===== src/rtl/srx_pkg.sv =====
package srx_pkg;
  localparam int SRX_DMAX = 8;

  typedef enum logic [2:0] {
    RX_IDLE, RX_START, RX_DATA, RX_PAR, RX_STOP
  } rx_state_e;

  typedef struct packed {
    logic [SRX_DMAX-1:0] data;
    logic                perr;
    logic                ferr;
  } rx_result_t;
endpackage


===== src/rtl/srx_sync.sv =====
module srx_sync #(
  parameter int STAGES = 2
) (
  input  logic clk,
  input  logic rst_n,
  input  logic d,
  output logic q,
  output logic fall
);
  logic [STAGES-1:0] chain_q;
  logic              prev_q;

  always_ff @(posedge clk or negedge rst_n) begin
    if (!rst_n) begin
      chain_q <= '1;
      prev_q  <= 1'b1;
    end else begin
      chain_q <= {chain_q[STAGES-2:0], d};
      prev_q  <= chain_q[STAGES-1];
    end
  end

  assign q    = chain_q[STAGES-1];
  assign fall = prev_q & ~chain_q[STAGES-1];
endmodule


===== src/rtl/srx_frame.sv =====
module srx_frame
  import srx_pkg::*;
#(
  parameter int OVS = 16
) (
  input  logic       clk,
  input  logic       rst_n,
  input  logic       tick,
  input  logic       line,
  input  logic       fall,
  input  logic [1:0] word_len,
  input  logic       par_en,
  input  logic       par_even,
  output logic       xfer,
  output rx_result_t res
);
  localparam int CW = $clog2(OVS);
  localparam logic [CW-1:0] MID  = CW'(OVS/2 - 1);
  localparam logic [CW-1:0] LAST = CW'(OVS - 1);

  rx_state_e             state_q, state_d;
  logic [CW-1:0]         cnt_q, cnt_d;
  logic [2:0]            bit_q, bit_d;
  logic [SRX_DMAX-1:0]   sh_q, sh_d;
  logic                  par_q, par_d;
  logic                  perr_q, perr_d;
  logic [3:0]            nbits;
  logic                  sample;

  assign nbits  = 4'd5 + {2'b00, word_len};
  assign sample = tick && (cnt_q == ((state_q == RX_START) ? MID : LAST));

  always_comb begin
    state_d  = state_q;
    cnt_d    = cnt_q;
    bit_d    = bit_q;
    sh_d     = sh_q;
    par_d    = par_q;
    perr_d   = perr_q;
    xfer     = 1'b0;
    res.data = sh_q >> (4'(SRX_DMAX) - nbits);
    res.perr = perr_q;
    res.ferr = ~line;
    if (state_q == RX_IDLE) begin
      if (fall) begin
        state_d = RX_START;
        cnt_d   = '0;
      end
    end else if (tick) begin
      cnt_d = sample ? '0 : cnt_q + 1'b1;
      if (sample) begin
        unique case (state_q)
          RX_START: begin
            if (!line) begin
              state_d = RX_DATA;
              bit_d   = '0;
              par_d   = 1'b0;
              perr_d  = 1'b0;
            end else begin
              state_d = RX_IDLE;
            end
          end
          RX_DATA: begin
            sh_d  = {line, sh_q[SRX_DMAX-1:1]};
            par_d = par_q ^ line;
            if ({1'b0, bit_q} == nbits - 4'd1)
              state_d = par_en ? RX_PAR : RX_STOP;
            else
              bit_d = bit_q + 3'd1;
          end
          RX_PAR: begin
            perr_d  = line ^ (par_even ? par_q : ~par_q);
            state_d = RX_STOP;
          end
          RX_STOP: begin
            xfer    = 1'b1;
            state_d = RX_IDLE;
          end
          default: state_d = RX_IDLE;
        endcase
      end
    end
  end

  always_ff @(posedge clk or negedge rst_n) begin
    if (!rst_n) begin
      state_q <= RX_IDLE;
      cnt_q   <= '0;
      bit_q   <= '0;
      sh_q    <= '0;
      par_q   <= 1'b0;
      perr_q  <= 1'b0;
    end else begin
      state_q <= state_d;
      cnt_q   <= cnt_d;
      bit_q   <= bit_d;
      sh_q    <= sh_d;
      par_q   <= par_d;
      perr_q  <= perr_d;
    end
  end


  start_gate_chk: assert property (@(posedge clk) disable iff (!rst_n)
    (state_q == RX_DATA && $past(state_q) == RX_START) |-> $past(tick && !line));


  idle_after_stop_chk: assert property (@(posedge clk) disable iff (!rst_n)
    xfer |=> state_q == RX_IDLE);
endmodule


===== src/rtl/srx_status.sv =====
module srx_status
  import srx_pkg::*;
(
  input  logic                clk,
  input  logic                rst_n,
  input  logic                xfer,
  input  rx_result_t          res,
  input  logic                rd_data,
  input  logic                rd_stat,
  output logic [SRX_DMAX-1:0] rx_data,
  output logic [3:0]          status
);
  logic [SRX_DMAX-1:0] buf_q, buf_d;
  logic                rdy_q, rdy_d;
  logic                ovr_q, ovr_d;
  logic                pe_q, pe_d;
  logic                fe_q, fe_d;

  always_comb begin
    buf_d = buf_q;
    rdy_d = rdy_q & ~rd_data;
    ovr_d = ovr_q & ~rd_stat;
    pe_d  = pe_q  & ~rd_stat;
    fe_d  = fe_q  & ~rd_stat;
    if (xfer) begin
      buf_d = res.data;
      rdy_d = 1'b1;
      if (rdy_q && !rd_data) ovr_d = 1'b1;
      if (res.perr) pe_d = 1'b1;
      if (res.ferr) fe_d = 1'b1;
    end
  end

  always_ff @(posedge clk or negedge rst_n) begin
    if (!rst_n) begin
      buf_q <= '0;
      rdy_q <= 1'b0;
      ovr_q <= 1'b0;
      pe_q  <= 1'b0;
      fe_q  <= 1'b0;
    end else begin
      buf_q <= buf_d;
      rdy_q <= rdy_d;
      ovr_q <= ovr_d;
      pe_q  <= pe_d;
      fe_q  <= fe_d;
    end
  end

  assign rx_data = buf_q;
  assign status  = {fe_q, pe_q, ovr_q, rdy_q};


  ready_set_chk: assert property (@(posedge clk) disable iff (!rst_n)
    xfer |=> status[0]);


  ready_clr_chk: assert property (@(posedge clk) disable iff (!rst_n)
    (rd_data && !xfer) |=> !status[0]);


  overrun_chk: assert property (@(posedge clk) disable iff (!rst_n)
    (xfer && status[0] && !rd_data) |=> status[1]);


  err_hold_chk: assert property (@(posedge clk) disable iff (!rst_n)
    (!xfer && !rd_stat) |=> $stable(status[3:1]));
endmodule


===== src/rtl/serial_rx_core.sv =====
module serial_rx_core
  import srx_pkg::*;
#(
  parameter int OVS         = 16,
  parameter int SYNC_STAGES = 2
) (
  input  logic       clk,
  input  logic       rst_n,
  input  logic       tick_16x,
  input  logic       rx_in,
  input  logic [1:0] word_len,
  input  logic       par_en,
  input  logic       par_even,
  input  logic       rd_data,
  input  logic       rd_stat,
  output logic [7:0] rx_data,
  output logic [3:0] status
);
  logic       line_s;
  logic       fall_s;
  logic       xfer;
  rx_result_t res;

  srx_sync #(.STAGES(SYNC_STAGES)) u_sync (
    .clk(clk), .rst_n(rst_n), .d(rx_in), .q(line_s), .fall(fall_s)
  );

  srx_frame #(.OVS(OVS)) u_frame (
    .clk(clk), .rst_n(rst_n), .tick(tick_16x), .line(line_s), .fall(fall_s),
    .word_len(word_len), .par_en(par_en), .par_even(par_even),
    .xfer(xfer), .res(res)
  );

  srx_status u_status (
    .clk(clk), .rst_n(rst_n), .xfer(xfer), .res(res),
    .rd_data(rd_data), .rd_stat(rd_stat),
    .rx_data(rx_data), .status(status)
  );
endmodule


===== config.mk =====
export PLATFORM = sky130hd
export DESIGN_NAME = serial_rx_core
export DESIGN_NICKNAME = d
export VERILOG_FILES = /design/src/rtl/srx_pkg.sv /design/src/rtl/srx_sync.sv /design/src/rtl/srx_frame.sv /design/src/rtl/srx_status.sv /design/src/rtl/serial_rx_core.sv
export SDC_FILE = /design/constraint.sdc
export NUM_CORES = 1
export LEC_CHECK = 0
export ABC_AREA = 1
export BUFFER_PORTS_ARGS = -buffer_cell sky130_fd_sc_hd__buf_2
export CAP_MARGIN = 15
export CELL_PAD_IN_SITES_DETAIL_PLACEMENT = 1
export CELL_PAD_IN_SITES_GLOBAL_PLACEMENT = 2
export CORE_MARGIN = 8
export CORE_UTILIZATION = 25
export CTS_CLUSTER_DIAMETER = 60
export DETAILED_ROUTE_END_ITERATION = 16
export GPL_TIMING_DRIVEN = 0
export PLACE_DENSITY_LB_ADDON = 0.1
export SLEW_MARGIN = 10
export SYNTH_ARGS = -nofsm -noshare
export SYNTH_HDL_FRONTEND = slang
export SYNTH_HIERARCHICAL = 1
export SYNTH_SLANG_ARGS = --single-unit

===== constraint.sdc =====
create_clock -name clk -period 3.17 [get_ports clk]
set_input_delay 0.317 -clock clk [delete_from_list [all_inputs] [get_ports clk]]
set_output_delay 0.317 -clock clk [all_outputs]
set_load 0.01 [all_outputs]

Word-level counts from Yosys, hierarchy flattened
Index checks and enable logic that the tools add are counted.
{ "totals": {"reg_bits": 35, "in_bits": 10, "output_inout_bits": 12, "elab_cells": 86} }
{ "op_classes": {"add_sub_neg": 5, "eq_ne": 10, "shifts": 1, "mux": 31, "bitwise_logic": 12, "n_reduce_logical": 14} }
{ "op_table": {"columns": ["cell", "count"], "rows": [
  ["$mux W3", 8],
  ["$mux W4", 5],
  ["$mux W1", 13],
  ["$reduce_and A5 Y1", 2],
  ["$pmux W3 S3", 1],
  ["$reduce_and A4 Y1", 2],
  ["$reduce_bool A2 Y1", 4],
  ["$shr A8 B4 Y8", 1],
  ["$eq A3 B2 Y1 const B", 2],
  ["$ne A2 B2 Y1 const B", 3],
  ["$pmux W3 S2", 1],
  ["$reduce_and A6 Y1", 1],
  ["$and A1 B1 Y1", 5],
  ["$not A1 Y1", 5],
  ["$add A3 B2 Y4 const A", 1],
  ["$add A4 B1 Y4 const B", 1],
  ["$eq A3 B4 Y1", 1],
  ["$eq A4 B4 Y1", 1],
  ["$pmux W1 S2", 2],
  ["$sub A4 B1 Y4 const B", 1],
  ["$sub A4 B4 Y4 const A", 1],
  ["$add A3 B1 Y3 const B", 1],
  ["$eq A3 B1 Y1 const B", 1],
  ["$eq A3 B3 Y1 const B", 1],
  ["other kinds (7)", 9]
]} }

Depth between registers and ports, before layout
{ "logic_depth": {"word_depth": 8, "ltp_mapped": 10, "mapped_depth_nobuf": 10} }

By module
The synthesis kept the hierarchy.
{ "by_module_without_submodules": {"columns": ["mod", "instances", "cells_each", "area_each_um2", "seq_area_each_um2"], "rows": [
  ["srx_frame", 1, 169, 1295.0, 500.5],
  ["srx_status", 1, 55, 485.5, 300.3],
  ["srx_sync", 1, 5, 88.8, 78.8]
]} }

Worst setup path after synthesis
No wires, ideal clock.
{ "synth_timing": {"path_kind": "reg-to-reg", "from": "register u_frame.cnt_q[0]", "to": "register u_status.buf_q[0] (netlist: u_status/rx_data[0])", "arrival_time_ps": 1488, "setup_slack_ps": 1565, "stages_incl_launch_ff": 8, "n_path_buf": 0, "period_less_slack_ps": 1605, "cell_sequence": "dfrtp_1 > ha_1 > and3_1 > nand3_4 > nor4_1 > inv_2 > nand2_1 > nand2_1"} }
{ "synth_between": {"elab_chain_len": 5} }
{ "synth_rtl": {"columns": ["element", "line_no", "source"], "rows": [
  ["start, declared", "srx_frame.sv:22", "logic [CW-1:0] cnt_q, cnt_d;"],
  ["start signal, assigned", "srx_frame.sv:95", "cnt_q <= cnt_d;"],
  ["$eq A4 B4 Y1", "srx_frame.sv:31", "assign sample = tick && (cnt_q == ((state_q == RX_START) ? MID : LAST));"],
  ["$logic_and A1 B1 Y1", "srx_frame.sv:31", null],
  ["$mux W1", "srx_frame.sv:51", "if (sample) begin"],
  ["$mux W1", "srx_frame.sv:49", "end else if (tick) begin"],
  ["$mux W1", "srx_frame.sv:44", "if (state_q == RX_IDLE) begin"],
  ["via xfer", "serial_rx_core.sv:21", "logic xfer;"],
  ["end signal, assigned", "srx_status.sv:42", "buf_q <= buf_d;"],
  ["end, declared", "srx_status.sv:13", "logic [SRX_DMAX-1:0] buf_q, buf_d;"]
]} }
The timed path passes the listed nets, and every way through them passes these cells.
A chain may end at the register's enable or synchronous reset.

Worst setup path in the final report
{ "layout_timing": {"from": "register u_frame.state_q[1]", "to": "register u_status.buf_q[7] (netlist: u_status/rx_data[7])"} }
{ "layout_between": {"elab_chain_len": 7} }
{ "layout_rtl": {"columns": ["element", "line_no", "source"], "rows": [
  ["start, declared", "srx_frame.sv:21", "rx_state_e state_q, state_d;"],
  ["start signal, assigned", "srx_frame.sv:94", "state_q <= state_d;"],
  ["$eq A3 B1 Y1", "srx_frame.sv:31", null],
  ["$mux W4", "srx_frame.sv:31", null],
  ["$eq A4 B4 Y1", "srx_frame.sv:31", null],
  ["$logic_and A1 B1 Y1", "srx_frame.sv:31", null],
  ["$mux W1", "srx_frame.sv:51", null],
  ["$mux W1", "srx_frame.sv:49", null],
  ["$mux W1 *", "srx_frame.sv:44", null],
  ["via xfer", "serial_rx_core.sv:21", null]
]} }
The timed path passes the listed nets; every way through them passes the cells marked *.

==> metrics.sh <==
SYNTH-WARNING-COUNT=6
FIRST_GLOBAL_VIAS=1563
POST_SYNTH_FA_HA_MAJ_AREA_FRACTION_PCT=1.34
FINISH.UTILIZATION_PCT=30.1
DESIGN.PORTCOUNT=22
CELL_INTERNAL_PWR_W=0.000747
FINALCRITICALPERIOD_PS=1940
SYN-CELL-AREA_UM2=1870
MOSTFREQUENTLAYOUTCELLS='nand2_1 (84), dfrtp_1 (32), buf_2 (21)'
SYNTH-EDFF-COUNT=0
DIE_WIDTH_UM=102
DIE-AREA_UM2=10500
POST-PLACE-CELLS=348
GRT_USAGE_PCT=9.25
SYNTH_TOP_FAMILY_BY_AREA='simple AND/OR/NAND/NOR gates'
CTS.PATH.MAX_BUFFERS=2
HOLD_PATH.CLASS='primary input to asynchronous set/reset pin'
DRT_ITER0_DRC=19
PARITY_GATE_SHARE_OF_THE_SYNTHESIZED_AREA_COUNTING_XOR_AND_XNOR_CELLS_PCT=1.87
PLACE_HPWL_UM=3300
WORST-SETUP-PATH-TYPE='register to register'
TIMING.CRITICAL_PATH.REQUIRED_PS=3350
YS_SEQ_ELEMENTS=35
SYNTH-COMPOUND-AREA-SHARE_PCT=10.2
MAXCLOCKFREQUENCY_GHz=0.515
WORSTSKEWPAIRLATENCY_PS=290
FIRST_PASS_GRT_WIRE_LENGTH_UM=7510
ANTENNA-DIODE-COUNT=0
POST_SYNTH_NUM_CELL_TYPES=30
SETUP_VIOL_COUNT_FINAL=0
SLEW_VIOLATIONS=0
LAYOUT.CELLS.NON_FILLER=356
TIMING.MAX_CAP.VIOLATIONS=0
RSZ0062_AT_GRT='false'
WORST_SETUP_EP_TYPE='register'
CLOCK_TRANSITION_AT_THE_REGISTER_CLOCK_PINS_ON_THE_WORST_SETUP_AND_HOLD_PATHS_AFTER_CTS_PS=80
GPL_WTD_CONG=0.731
PWR_DENSITY_CELL_nW_PER_UM2=510
SEQUENTIAL_TO_TOTAL_AREA_SHARE_FROM_YOSYS_STAT_PCT=47.1
FINALCLOCKSKEW_PS=13.0
WORST_SLEW_PIN_TRAN_PS=814
LAYOUT-DRIVE-GT1-SHARE_PCT=25.3
DIE_Y_UM=102
NETS=268
STD_CELL_ROWS=31
DP_WORST_SETUP_SLACK_PS=1180
ANTENNA_VIOLATIONS_BEFORE_REPAIR=0
AVERAGE_CELL_AREA_AFTER_SYNTHESIS_UM2=8.16
FLOORPLAN.INITIALDENSITY_PCT=25.8
TIMING.HOLD.WS_PS=121
GRT_MAX_DEGREE=36
VIAS_PER_CELL=4.24
TIMING.CRITICAL_PATH.FANOUT_MAX=9
SYNTHESIZED_AREA_FRACTION_OCCUPIED_BY_AND_OR_NAND_NOR_CELLS_PCT=29.9
SWITCHING_SHARE_PCT=32.9
CRITICAL_PATH_ORIGIN='u_frame/state_q[1]'
GRT_OVERFLOW=0
DRT-TOTAL-WL_UM=4350
DATA_ARRIVAL_CRITICAL_PATH_PS=2120
FINAL_SETUP_TNS_PS=0
FIRST_PASS_ITERS=4
TOTAL_CTS_BUFFERS=5
NET-SWITCHING-POWER_W=0.000367
FINAL_CRITICAL_PATH_SETUP_SLACK_PS=1230
FILLERS=905
STATUS='completed'
CTS_NUM_SINKS=35
DETAILROUTE.VIA_COUNT=1508
CRIT_PATH_START_KIND='register'
SHARE_CLK_OF_TOTAL_POWER_PCT=31.0
ROOT_BUFFER='clkbuf_8'
CELLS_AFTER_SYNTHESIS=229
POSTSYNTH.TOPFLOPCELL='dfrtp_1'
DESIGN.CORE.AREA_UM2=7250
MIN_PERIOD_OVER_PERIOD_PCT=61.3
ROUTEDWLPERCELL_UM=12.2
AREAGROWTHSYNTHTOFINISH_PCT=16.9
IR_DROP_uV=169
SEQUENTIALPOWERSHARE_PCT=46.9
CTS_RESIZED=0
WORST_R2R_STARTPOINT='u_frame/state_q[1]'
STATIC-LEAKAGE-POWER_nW=1.13
HOLD_VIOL_FINAL=0
SYNTH.MUX.AREA_FRACTION_PCT=0
CTS_TREE='yes'
REMAINING_DRCS=0
PART_OF_THE_POWER_IN_COMBINATIONAL_LOGIC_PCT=22.1
IO_BUFFERS=20
POSTSYNTH.ASYNCRESETSHARE_PCT=100
HTREEDEPTH=2
TOTAL_NETS_AFTER_SYNTHESIS=241
CTSHOLDBUFFERS=0
ROUTE.ANTENNA.REMAINING_NETS=0
FINAL_COMMON_CELL='nand2_1'
TIMING.MAX_SLEW.REL_SLACK_PCT=45.8
CTS_SETUP_BUFFERS=0
==> worst paths after layout <==
kind                                            end  slack (ps)  cells past startpoint
worst min-delay path               u_frame/cnt_q[2]         120                      1
worst max register to register  u_status/rx_data[7]        1230                      8
worst max-delay path            u_status/rx_data[7]        1230                      8
worst min register to register    u_sync/chain_q[1]         360                      0
max in group asynchronous           u_frame/sh_q[3]        2530                      1
min in group clk                  u_sync/chain_q[0]         130                      1
==> per-stage QoR <==
| stage | total power (W) | instance area [µm²] |
|---|---|---|
| 2_1_floorplan | 0.000718 | 1870 |
| 3_3_place_gp | 0.000785 | 2090 |
| 3_5_place_dp | 0.000784 | 2090 |
| 4_1_cts | 0.00115 | 2180 |
| 5_1_grt | 0.00120 | 2180 |
| 6_report | 0.00111 | 2180 |
==> flip-flops by register name, summed over array words and instances, names as in the netlist, 2 cells and up <==
signal and count:
u_status/rx_data 8, u_sync/chain_q 2, u_frame/sh_q 8, u_frame/state_q 3, u_frame/bit_q 3, u_frame/cnt_q 4
==> synthesized netlist by cell type, types with 2 or more instances <==
cell type	instances	area [µm²]
nor3_1	2	10.0
o22ai_1	2	12.5
dfrtp_1	32	801
buf_6	3	33.8
inv_2	6	22.5
nand2_1	84	315
nand2_2	3	18.8
inv_1	19	71.3
nor2_1	7	26.3
nor2_2	2	12.5
xnor2_1	4	35.0
nand4_1	6	37.5
nand3_1	9	45.0
ha_1	2	25.0
o21ai_0	16	80.1
o21ai_2	8	70.1
buf_4	6	45.0
nand3_4	2	35.0
dfstp_2	3	78.8
a21oi_1	3	15.0
==> metal layers <==
metal	share of wire, %	GRT usage, %	vias up
met5	0	0	-
met4	1.0	3.05	0
met3	5.9	3.07	5
met2	45	14.9	23
met1	48	11.3	702
li1	-	-	778
==> layout make-up <==
class | instances | area, µm² | share of cell area [%]
plain buffers | 11 | 87.6 | 4.01
clock buffers | 7 | 86.3 | 3.95
clock inverters | 1 | 5.00 | 0.229
inverters | 25 | 93.8 | 4.30
multi-input cells | 158 | 808 | 37.0
flip-flops and latches | 35 | 880 | 40.3
well taps | 99 | 124 | 5.67
repair buffers | 20 | 100 | 4.58
==> critical path, stage by stage (launching register included) <==
cell and delay, ps:
dfrtp_1 430, inv_2 130, nand3_2 110, nand2_2 90, nand3_4 100, nor4_1 600
inv_2 210, nand2_1 110, nand2_1 50
==> power by group through the flow <==
stage               Clock (W)  Sequential (W)  Combinational (W)
finish               0.000346        0.000523           0.000246
global route         0.000383        0.000527           0.000285
CTS                  0.000369        0.000524           0.000253
detailed placement          0        0.000532           0.000251
global placement            0        0.000532           0.000253
floorplan                   0        0.000525           0.000193
==> kinds of logic (layout without fill, tap and decap cells) <==
kind of cell / after synthesis / after routing
simple gates: 121 / 121
compound gates: 31 / 31
flops: 35 / 35
buf+inv: 36 / 64
xor+xnor: 4 / 4
fa+ha+maj: 2 / 2
Power figures use the tool's default switching activity.
